File: config.mk
export PLATFORM = sky130hd
export DESIGN_NAME = lsport_mem
export DESIGN_NICKNAME = d
export VERILOG_FILES = /design/src/rtl/lsport_pkg.sv /design/src/rtl/lsp_lanes.sv /design/src/rtl/lsp_mem.sv /design/src/rtl/lsp_ctrl.sv /design/src/rtl/lsport_mem.sv
export SDC_FILE = /design/constraint.sdc
export NUM_CORES = 2
export LEC_CHECK = 0
export BUFFER_PORTS_ARGS = -buffer_cell sky130_fd_sc_hd__clkbuf_2
export CELL_PAD_IN_SITES_DETAIL_PLACEMENT = 1
export CELL_PAD_IN_SITES_GLOBAL_PLACEMENT = 2
export CORE_AREA = 2 2 422 424
export CTS_CLUSTER_SIZE = 25
export DETAILED_ROUTE_END_ITERATION = 7
export DIE_AREA = 0 0 424 426
export GPL_TIMING_DRIVEN = 0
export PLACE_DENSITY_LB_ADDON = 0.1
export SKIP_CTS_REPAIR_TIMING = 1
export SYNTH_ARGS = -nofsm -noshare
export SYNTH_HDL_FRONTEND = slang
export SYNTH_SLANG_ARGS = --single-unit
export TNS_END_PERCENT = 30
File: constraint.sdc
create_clock -name clk -period 7.54 [get_ports clk]
set_input_delay 0.377 -clock clk [delete_from_list [all_inputs] [get_ports clk]]
set_output_delay 0.377 -clock clk [all_outputs]
set_load 0.02 [all_outputs]
File: src/rtl/lsport_pkg.sv
package lsport_pkg;
  localparam int LANES  = 8;
  localparam int DATA_W = LANES * 8;
  localparam int OFF_W  = $clog2(LANES);

  typedef enum logic [2:0] {
    S_IDLE, S_ACC, S_SDAT, S_LRET, S_DONE
  } lsp_state_e;

  // lanes enabled by a length (in bytes) starting at a lane offset
  function automatic logic [LANES-1:0] lane_mask(input logic [OFF_W-1:0] off,
                                                 input logic [3:0] nbytes);
    logic [2*LANES-1:0] run;
    run = ((2*LANES)'(1) << nbytes) - (2*LANES)'(1);
    run = run << off;
    return run[LANES-1:0];
  endfunction

  // widen a lane mask to a bit mask
  function automatic logic [DATA_W-1:0] lanes_to_bits(input logic [LANES-1:0] be);
    logic [DATA_W-1:0] m;
    for (int i = 0; i < LANES; i++) m[i*8 +: 8] = {8{be[i]}};
    return m;
  endfunction

  // bit mask covering the low nbytes bytes
  function automatic logic [DATA_W-1:0] keep_low(input logic [3:0] nbytes);
    logic [DATA_W-1:0] m;
    for (int i = 0; i < LANES; i++) m[i*8 +: 8] = (i < int'(nbytes)) ? 8'hFF : 8'h00;
    return m;
  endfunction
endpackage

File: src/rtl/lsp_lanes.sv
module lsp_lanes
  import lsport_pkg::*;
(
  input  logic [OFF_W-1:0]  off_i,
  input  logic [3:0]        nbytes_i,
  input  logic [DATA_W-1:0] st_data_i,
  input  logic [DATA_W-1:0] rd_word_i,
  output logic [LANES-1:0]  be_o,
  output logic [DATA_W-1:0] wr_word_o,
  output logic [DATA_W-1:0] ld_word_o
);
  logic [DATA_W-1:0] st_shift;
  logic [DATA_W-1:0] rd_shift;

  assign be_o     = lane_mask(off_i, nbytes_i);
  assign st_shift = st_data_i << {off_i, 3'b000};
  assign rd_shift = rd_word_i >> {off_i, 3'b000};

  for (genvar g = 0; g < LANES; g++) begin : g_lane
    assign wr_word_o[g*8 +: 8] = be_o[g] ? st_shift[g*8 +: 8] : rd_word_i[g*8 +: 8];
  end

  assign ld_word_o = rd_shift & keep_low(nbytes_i);
endmodule

File: src/rtl/lsp_mem.sv
module lsp_mem
  import lsport_pkg::*;
#(
  parameter int WORDS = 16,
  localparam int IW   = $clog2(WORDS)
)(
  input  logic              clk,
  input  logic              rst_n,
  input  logic [IW-1:0]     idx_i,
  input  logic              wr_en_i,
  input  logic [DATA_W-1:0] wr_word_i,
  output logic [DATA_W-1:0] rd_word_o
);
  logic [DATA_W-1:0] mem_q [WORDS];

  always_ff @(posedge clk or negedge rst_n) begin
    if (!rst_n) begin
      for (int i = 0; i < WORDS; i++) mem_q[i] <= '0;
    end else if (wr_en_i) begin
      mem_q[idx_i] <= wr_word_i;
    end
  end

  assign rd_word_o = mem_q[idx_i];
endmodule

File: src/rtl/lsp_ctrl.sv
module lsp_ctrl
  import lsport_pkg::*;
(
  input  logic clk,
  input  logic rst_n,
  input  logic ld_req_i,
  input  logic st_req_i,
  input  logic addr_vld_i,
  input  logic st_vld_i,
  output logic accept_o,
  output logic wr_en_o,
  output logic ld_cap_o,
  output logic addr_ack_o,
  output logic busy_o,
  output logic ld_vld_o
);
  lsp_state_e state_q, state_d;
  logic       is_st_q;
  logic       any_req;

  assign any_req  = ld_req_i | st_req_i;
  assign accept_o = (state_q == S_IDLE) && addr_vld_i && any_req;
  assign wr_en_o  = is_st_q && st_vld_i && (state_q == S_ACC || state_q == S_SDAT);
  assign ld_cap_o = !is_st_q && (state_q == S_ACC);

  always_comb begin
    state_d = state_q;
    unique case (state_q)
      S_IDLE: if (accept_o) state_d = S_ACC;
      S_ACC:  if (!is_st_q)     state_d = S_LRET;
              else if (st_vld_i) state_d = S_DONE;
              else               state_d = S_SDAT;
      S_SDAT: if (st_vld_i) state_d = S_DONE;
      S_LRET: state_d = S_DONE;
      S_DONE: if (!addr_vld_i && !any_req) state_d = S_IDLE;
      default: state_d = S_IDLE;
    endcase
  end

  always_ff @(posedge clk or negedge rst_n) begin
    if (!rst_n) begin
      state_q <= S_IDLE;
      is_st_q <= 1'b0;
    end else begin
      state_q <= state_d;
      if (accept_o) is_st_q <= st_req_i;
    end
  end

  assign addr_ack_o = (state_q == S_ACC);
  assign busy_o     = (state_q == S_ACC) || (state_q == S_SDAT) || (state_q == S_LRET);
  assign ld_vld_o   = (state_q == S_LRET);
endmodule

File: src/rtl/lsport_mem.sv
module lsport_mem
  import lsport_pkg::*;
#(
  parameter int ADDR_W = 48,
  parameter int WORDS  = 16,
  localparam int IW    = $clog2(WORDS)
)(
  input  logic              clk,
  input  logic              rst_n,
  input  logic              ld_req_i,
  input  logic              st_req_i,
  input  logic [3:0]        len_i,
  input  logic [ADDR_W-1:0] addr_i,
  input  logic              addr_vld_i,
  input  logic [DATA_W-1:0] st_data_i,
  input  logic              st_vld_i,
  output logic              addr_ack_o,
  output logic              busy_o,
  output logic [DATA_W-1:0] ld_data_o,
  output logic              ld_vld_o
);
  logic              accept, wr_en, ld_cap;
  logic [OFF_W-1:0]  off_q;
  logic [IW-1:0]     idx_q;
  logic [3:0]        len_q;
  logic [LANES-1:0]  be;
  logic [DATA_W-1:0] rd_word, wr_word, ld_word;
  logic [DATA_W-1:0] ld_data_q;
  logic              unused_addr_hi;

  assign unused_addr_hi = ^addr_i[ADDR_W-1:OFF_W+IW];

  lsp_ctrl u_ctrl (
    .clk, .rst_n, .ld_req_i, .st_req_i, .addr_vld_i, .st_vld_i,
    .accept_o(accept), .wr_en_o(wr_en), .ld_cap_o(ld_cap),
    .addr_ack_o, .busy_o, .ld_vld_o
  );

  always_ff @(posedge clk or negedge rst_n) begin
    if (!rst_n) begin
      off_q     <= '0;
      idx_q     <= '0;
      len_q     <= '0;
      ld_data_q <= '0;
    end else begin
      if (accept) begin
        off_q <= addr_i[OFF_W-1:0];
        idx_q <= addr_i[OFF_W +: IW];
        len_q <= len_i;
      end
      if (ld_cap) ld_data_q <= ld_word;
    end
  end

  lsp_lanes u_lanes (
    .off_i(off_q), .nbytes_i(len_q), .st_data_i,
    .rd_word_i(rd_word), .be_o(be), .wr_word_o(wr_word), .ld_word_o(ld_word)
  );

  lsp_mem #(.WORDS(WORDS)) u_mem (
    .clk, .rst_n, .idx_i(idx_q), .wr_en_i(wr_en),
    .wr_word_i(wr_word), .rd_word_o(rd_word)
  );

  assign ld_data_o = ld_data_q;
endmodule

### After elaboration in Yosys (flattened, before gate mapping)

Cells that the tools add are included.

| storage, ports and cells | value |
|---|---|
| output and inout port bits | 67 |
| memories | 0 |
| bits of input ports | 122 |
| memory bits (read-only) | 0 |
| RAM bits | 0 |
| latch bits | 0 |
| register bits after elaboration | 1103 |

| operators by class | value |
|---|---|
| reductions and logical operators | 14 |
| shift operators | 4 |
| mux-type cells | 28 |
| $lt $le $gt $ge | 10 |
| equality and inequality tests | 7 |
| divide/modulo/power cells | 0 |
| $mul | 0 |
| add/subtract/negate cells | 1 |
| bitwise gates (word level) | 3 |

Operators with widths:

| kind | count |
|---|---|
| $bwmux 1024 | 1 |
| $bmux 64 s4 | 1 |
| $demux 64 s4 | 1 |
| $mux 64 | 3 |
| $mux 8 | 16 |
| $and 64x64->64 | 1 |
| $shl 64x6->64 | 1 |
| $shr 64x6->64 | 1 |
| $lt 3x4->1 const A | 4 |
| $shl 1x4->16 const A | 1 |
| $shl 16x3->8 | 1 |
| $sub 16x2->16 const B | 1 |
| $mux 3 | 5 |
| $pmux 3 s5 | 1 |
| $lt 1x4->1 const A | 2 |
| $lt 2x4->1 const A | 2 |
| $logic_and 1x1->1 | 7 |
| $eq 3x2->1 const B | 2 |
| $ge 5x5->1 const B | 1 |
| $lt 5x1->1 const B | 1 |
| $not 4->5 | 1 |
| $ne 2x2->1 const B | 2 |
| $eq 3x1->1 const B | 1 |
| $eq 3x3->1 const B | 1 |
| 6 further kinds | 9 |

### Longest topological paths before layout

| depth | value |
|---|---|
| depth in word-level cells | 6 |
| gate-level depth with buffers | 16 |
| mapped depth without buffers | 11 |

### Cells and area by module

From an unflattened synthesis, not the netlist that was laid out.

| second synthesis, totals | value |
|---|---|
| cell total of the unflattened synthesis | 3633 |
| area, all modules | 54893.9 µm² |

Modules (own cells, without submodules):

| module | sequential area each (µm²) | times used | cells each | area an instance (µm²) |
|---|---|---|---|---|
| lsp_mem | 25624.6 | 1 | 2775 | 46176.8 |
| lsp_lanes | 0.0 | 1 | 669 | 5340.1 |
| lsport_mem | 1876.8 | 1 | 158 | 3083.0 |
| lsp_ctrl | 100.1 | 1 | 31 | 294.0 |

### Worst setup path before layout

Ideal clock, no wire load.

| timing path | value |
|---|---|
| path type | register to register |
| start | reg len_q[0] |
| end | reg u_mem.mem_q[748] (netlist name) |
| path buffers | 3 |
| data arrival time | 3.266 ns |
| setup slack | 4.191 ns |
| clock period less this slack | 3.349 ns |
| library setup time | 0.083 ns |
| cell stages (with the launch flop) | 13 |
| cell sequence | dfrtp_1 > buf_2 > nor4_1 > inv_1 > ha_1 > nor4b_1 > a21o_1 > a311oi_1 > o32ai_1 > buf_2 > mux2_2 > buf_2 > o21ai_0 |

| between the ends | value |
|---|---|
| longest elaborated chain between the ends | 5 |

Ends and longest elaborated chain:

| item | RTL line | text |
|---|---|---|
| start, declared | lsport_mem.sv:25 | `logic [3:0] len_q;` |
| start signal, assigned | lsport_mem.sv:49 | `len_q <= len_i;` |
| $shl 1x4->16 | lsport_pkg.sv:14 | `run = ((2*LANES)'(1) << nbytes) - (2*LANES)'(1);` |
| $sub 16x2->16 | lsport_pkg.sv:14 |  |
| $shl 16x3->8 | lsport_pkg.sv:15 | `run = run << off;` |
| $mux 8 | lsp_lanes.sv:20 | `assign wr_word_o[g*8 +: 8] = be_o[g] ? st_shift[g*8 +: 8] : rd_word_i[g*8 +: 8];` |
| $bwmux 1024 | lsp_mem.sv:20 | `mem_q[idx_i] <= wr_word_i;` |
| end signal, assigned by index | lsp_mem.sv:20 |  |
| end, declared | lsp_mem.sv:14 | `logic [DATA_W-1:0] mem_q [WORDS];` |

Every way passes these cells.
A chain may end at the register's enable or synchronous reset.

### Worst setup path after layout

| timing path | value |
|---|---|
| start | reg idx_q[3] |
| end | reg u_mem.mem_q[996] (netlist name) |

| between the ends | value |
|---|---|
| longest elaborated chain between the ends | 6 |

Ends and longest elaborated chain:

| item | RTL line | text |
|---|---|---|
| start, declared | lsport_mem.sv:24 | `logic [IW-1:0] idx_q;` |
| start signal, assigned | lsport_mem.sv:48 | `idx_q <= addr_i[OFF_W +: IW];` |
| $not 4->5 (not written as such) (*) | lsp_mem.sv:20, lsp_mem.sv:24 |  |
| $ge 5x5->1 (not written as such), or another cell as far along | lsp_mem.sv:20 |  |
| $logic_and 1x1->1 (not written as such) / $mux 64 (equally long branches) | lsp_mem.sv:20, lsp_mem.sv:24 |  |
| $mux 64 (on tied branches) | lsp_mem.sv:20, lsp_mem.sv:24 |  |
| $demux 64 s4 / $mux 8 (equally long branches) | lsp_mem.sv:20, lsp_lanes.sv:20 |  |
| $bwmux 1024 (*) | lsp_mem.sv:20 |  |

Every way passes the cells marked *; elsewhere a longest branch is shown, timed or not. The select of a mux whose other input is x is not followed.

==> metrics.md <==
| Metric | Value |
|---|---|
| CP cell instances | `buf_2 -> buf_4 -> buf_2 -> buf_2 -> mux4_1 -> mux2i_1 -> mux2i_1 -> mux2i_2 -> buf_6 -> o21ai_1` |
| Ratio of cells with drive above 1 in the final layout | `19.75%` |
| Gate power share | `around 50%` |
| Final Setup Violations | `0` |
| Period utilization | `around 80%` |
| Filler cells | `around 20000` |
| Starting density of the core | `29.85%` |
| DPL Wire Length | `around 210000 um` |
| Remaining DRCs | `0` |
| Clock latency on the worst-skew pair | `0.83 ns` |
| Startpoint types | `flip-flop` |
| Worst-path clk slew | `~0.060 ns` |
| Failing checks | `capacitance limit, slew limit` |
| Post-synthesis instance area | `roughly 52000 um2` |
| GRT Util Overall | `31.54%` |
| Leakage | `26.96 nW` |
| P per Cell Area | `between 400 and 500 nW/um2` |
| Crit-path leading delay family | `multiplexers` |
| Gr ovfl total | `0` |
| Max Slew Vio Count | `30` |
| Worst-path fanout max | `10` |
| DR vias/cell | `roughly 5.7` |
| Sequential fraction of the synthesis area | `52.62%` |
| Cell Rows | `154` |
| Syn avg cell area | `10.81 um2` |
| Worst Setup End Kind | `flip-flop` |
| VDD IR-drop max | `approximately 0.21 mV` |
| Initial antenna violation count | `26` |
| Hold Vio Cnt, Final | `0` |
| Distinct cells, synth | `74` |
| Slowest stage cell on the critical path | `mux2i_1` |
| Worst Reg-to-Reg Cells | `10` |
| Area grow syn2layout | `16.51%` |
| Vias | `43252` |
| Post-synth net total | `4977` |
| Synthesized instance count | `a little under 5000` |
| Sw frac | `between 40% and 50%` |
| Total CTS buffers | `137` |
| Asr flop ratio synth | `between 90% and 100%` |
| Post-synth EDFFs | `0` |
| Final critical-path required period | `6.013 ns` |
| DR WL/cell | `37.40 um` |
| Detail Route Antenna Nets | `0` |
| Setup ws final | `1.527 ns` |
| Clock skew | `0.03621 ns` |
| Multi-input gate area | `22650 um2` |
| Vias in the first global route | `44198` |
| F_max | `166.3 MHz` |
| Total internal power | `0.01563 W` |
| Total routed wirelength | `roughly 290000 um` |
| Critical Path Most Common Cell | `buf_2` |
| Post-synth top area share | `52.62%` |
| Register area | `27600 um2` |
| Register share of total power | `28.6%` |
| WP buf/inv | `5` |
| Die width | `424 um` |
| Final RePlAce weighted congestion | `~1` |
| Critical path class | `reg2reg` |
| Worst rel slew slack | `-6.011%` |
| Critical Path Stages | `10` |
| CTS tree | `built` |
| Switching pwr | `0.01486 W` |
| DR iter-0 viols | `3896` |
| Critical Path AT | `6.66 ns` |
| Final #Nets | `5304` |
| YS warnings | `0` |
| Core Region | `175700 um2` |
| PortBufs | `between 100 and 150` |
| Htree depth | `4` |
| Max cap viols | `6` |
| Critical Path RT | `8.19 ns` |
| Post-synthesis register bit count | `about 1100` |
| Root buf cell | `clkbuf_16` |
| Largest net degree at the start of global routing | `roughly 100` |
| Main synth FF type | `dfrtp_1` |
| RSZ-0062 raised after global routing | `no` |
| Post-synth top area cell | `dfrtp_1` |
| Largest cells by area after synthesis | `dfrtp_1 53%, mux4_2 10%, o21ai_0 8.8%, nand2_1 7.8%, mux2_2 4.5%` |
| Worst hold path type | `in2async` |
| Setup_tns | `0 ns` |
| Clock power share | `roughly a fifth` |
| DIE AREA | `180600 um2` |
| Sink Count | `around 1100` |
| CP max stage delay | `1.19 ns` |
| Deepest clock path buffer count | `3` |
| Drt first pass iters | `6` |
| Die height | `426 um` |
| First-pass GRT wire length | `slightly below 400000 um` |
| I/O pin total | `189` |
| Pre-CTS setup slack | `1.631 ns` |
| Least-Margin Pin Slew | `1.546 ns` |
| Result of the run | `finished, violations left` |
==> metrics by stage <==
stage	hold slack (ns)	utilization, %	power, W	instances	cell area (um2)
2_1_floorplan	0.08141	-	0.01619	4854	52460
3_3_place_gp	0.4565	31.94	0.02343	7341	56120
3_5_place_dp	0.3673	32.22	0.02370	7363	56630
4_1_cts	-0.5178	34.65	0.03024	7602	60890
5_1_grt	0.07878	34.77	0.03153	7621	61100
6_report	0.07973	34.78	0.03048	7629	61120
==> cell usage in the layout (no fill, tap or decap), types with 8 or more instances in the layout <==
master         synthesis  layout
dfrtp_1             1103    1103
inv_1                 12      12
diode_2                0       8
mux2_2               208     208
mux4_1                12      12
a31oi_1               11      11
mux4_2               240     240
nor2_1               151     150
and2_1                13      13
o21ai_0              918     916
nor3b_1                8       8
buf_1                 20      19
a22o_1                25      25
o211ai_1              14      14
buf_16                 0      13
nor3_1                20      19
clkinv_2               0      17
buf_2                102     104
buf_8                  8       8
mux2i_1              213     206
clkbuf_1             263     288
nand2_1             1093    1093
a21oi_1              118     117
o21ai_1               29      31
clkbuf_2               1     161
mux2i_2                2       9
o22ai_1               20      20
o221ai_1              17      17
buf_4                 23      26
clkbuf_8               0      27
dlygate4sd3_1          0      18
buf_6                 16      22
o21ai_2               16      16
clkbuf_16              0     137
a22oi_1               29      29
a221oi_1              16      15
nor2b_1                8       8
nand3_1                8       8
nand2b_1               9       9
o21a_1                14      14
==> routing by layer <==
layer  share of wire (%)  up-vias  global-route usage [%]
li1                    -    17851                       -
met1                  44    23482                   43.51
met2                  45     1508                   48.49
met3                 6.1      409                   5.468
met4                 5.1        2                   14.09
met5              0.0067        -                       0
==> flip-flops by register name, summed over array words and instances, names as in the netlist <==
register        flops
ld_data_o          64
u_mem.mem_q      1024
u_ctrl.is_st_q      1
u_ctrl.state_q      3
off_q               3
idx_q               4
len_q               4
==> cell usage after synthesis, types with 16 or more instances <==
cell type,count
a22o_1,25
a221oi_1,16
clkbuf_1,263
a21oi_1,118
o221ai_1,17
buf_1,20
buf_6,16
mux2i_1,213
nor3_1,20
o22ai_1,20
o21ai_2,16
dfrtp_1,1103
nand2_1,1093
nor2_1,151
buf_4,23
mux4_2,240
buf_2,102
a22oi_1,29
o21ai_1,29
o21ai_0,918
mux2_2,208
==> area by class of cell <==
type                       count  area share (%)
inverter                      15         0.09213
clock buffer                 202           6.435
multi-input combinational   3295           37.07
antenna                        8         0.03276
sequential                  1103           45.16
buffer                       441           3.628
clock inverter                37          0.5405
tap                         2340           4.791
timing repair buffer         188           2.254
==> cell families after synthesis <==
group	Yosys count	share of synthesized area, %
and+or+nand+nor	1330	9.903
DFF	1103	52.62
AOI/OAI and AO/OA	1285	13.59
xor gates and xnor gates	2	0.03340
adders and majority gates	1	0.02385
buffers and inverters	456	4.298
muxes	677	19.54
==> worst register-to-register path: cells and delay by family (launching register included) <==
kind / cells / cell delay (ns)
mux: 4 / 2.97
compound gates: 1 / 0.09
flops: 1 / 0.37
buf+inv: 5 / 2.44
==> power groups by stage <==
stage	Sequential, W	Combinational (W)	Clock, W
2_1_floorplan	0.00858	0.00761	0
3_3_place_gp	0.00881	0.0146	0
3_5_place_dp	0.00880	0.0149	0
4_1_cts	0.00870	0.0149	0.00661
5_1_grt	0.00893	0.0158	0.00683
6_report	0.00872	0.0153	0.00650
==> worst paths after layout <==
kind	start	endpoint	slack [ns]
worst max-delay path	idx_q[3]	u_mem.mem_q[996]	1.53
worst min-delay path	rst_n	u_mem.mem_q[963]	0.08
worst max register to register	idx_q[3]	u_mem.mem_q[996]	1.53
worst min register to register	u_mem.mem_q[849]	u_mem.mem_q[849]	0.47
max in group asynchronous	rst_n	u_mem.mem_q[166]	4.08
min in group clk	st_data_i[4]	u_mem.mem_q[68]	0.34
No activity file was read; power rests on OpenSTA's default activity.
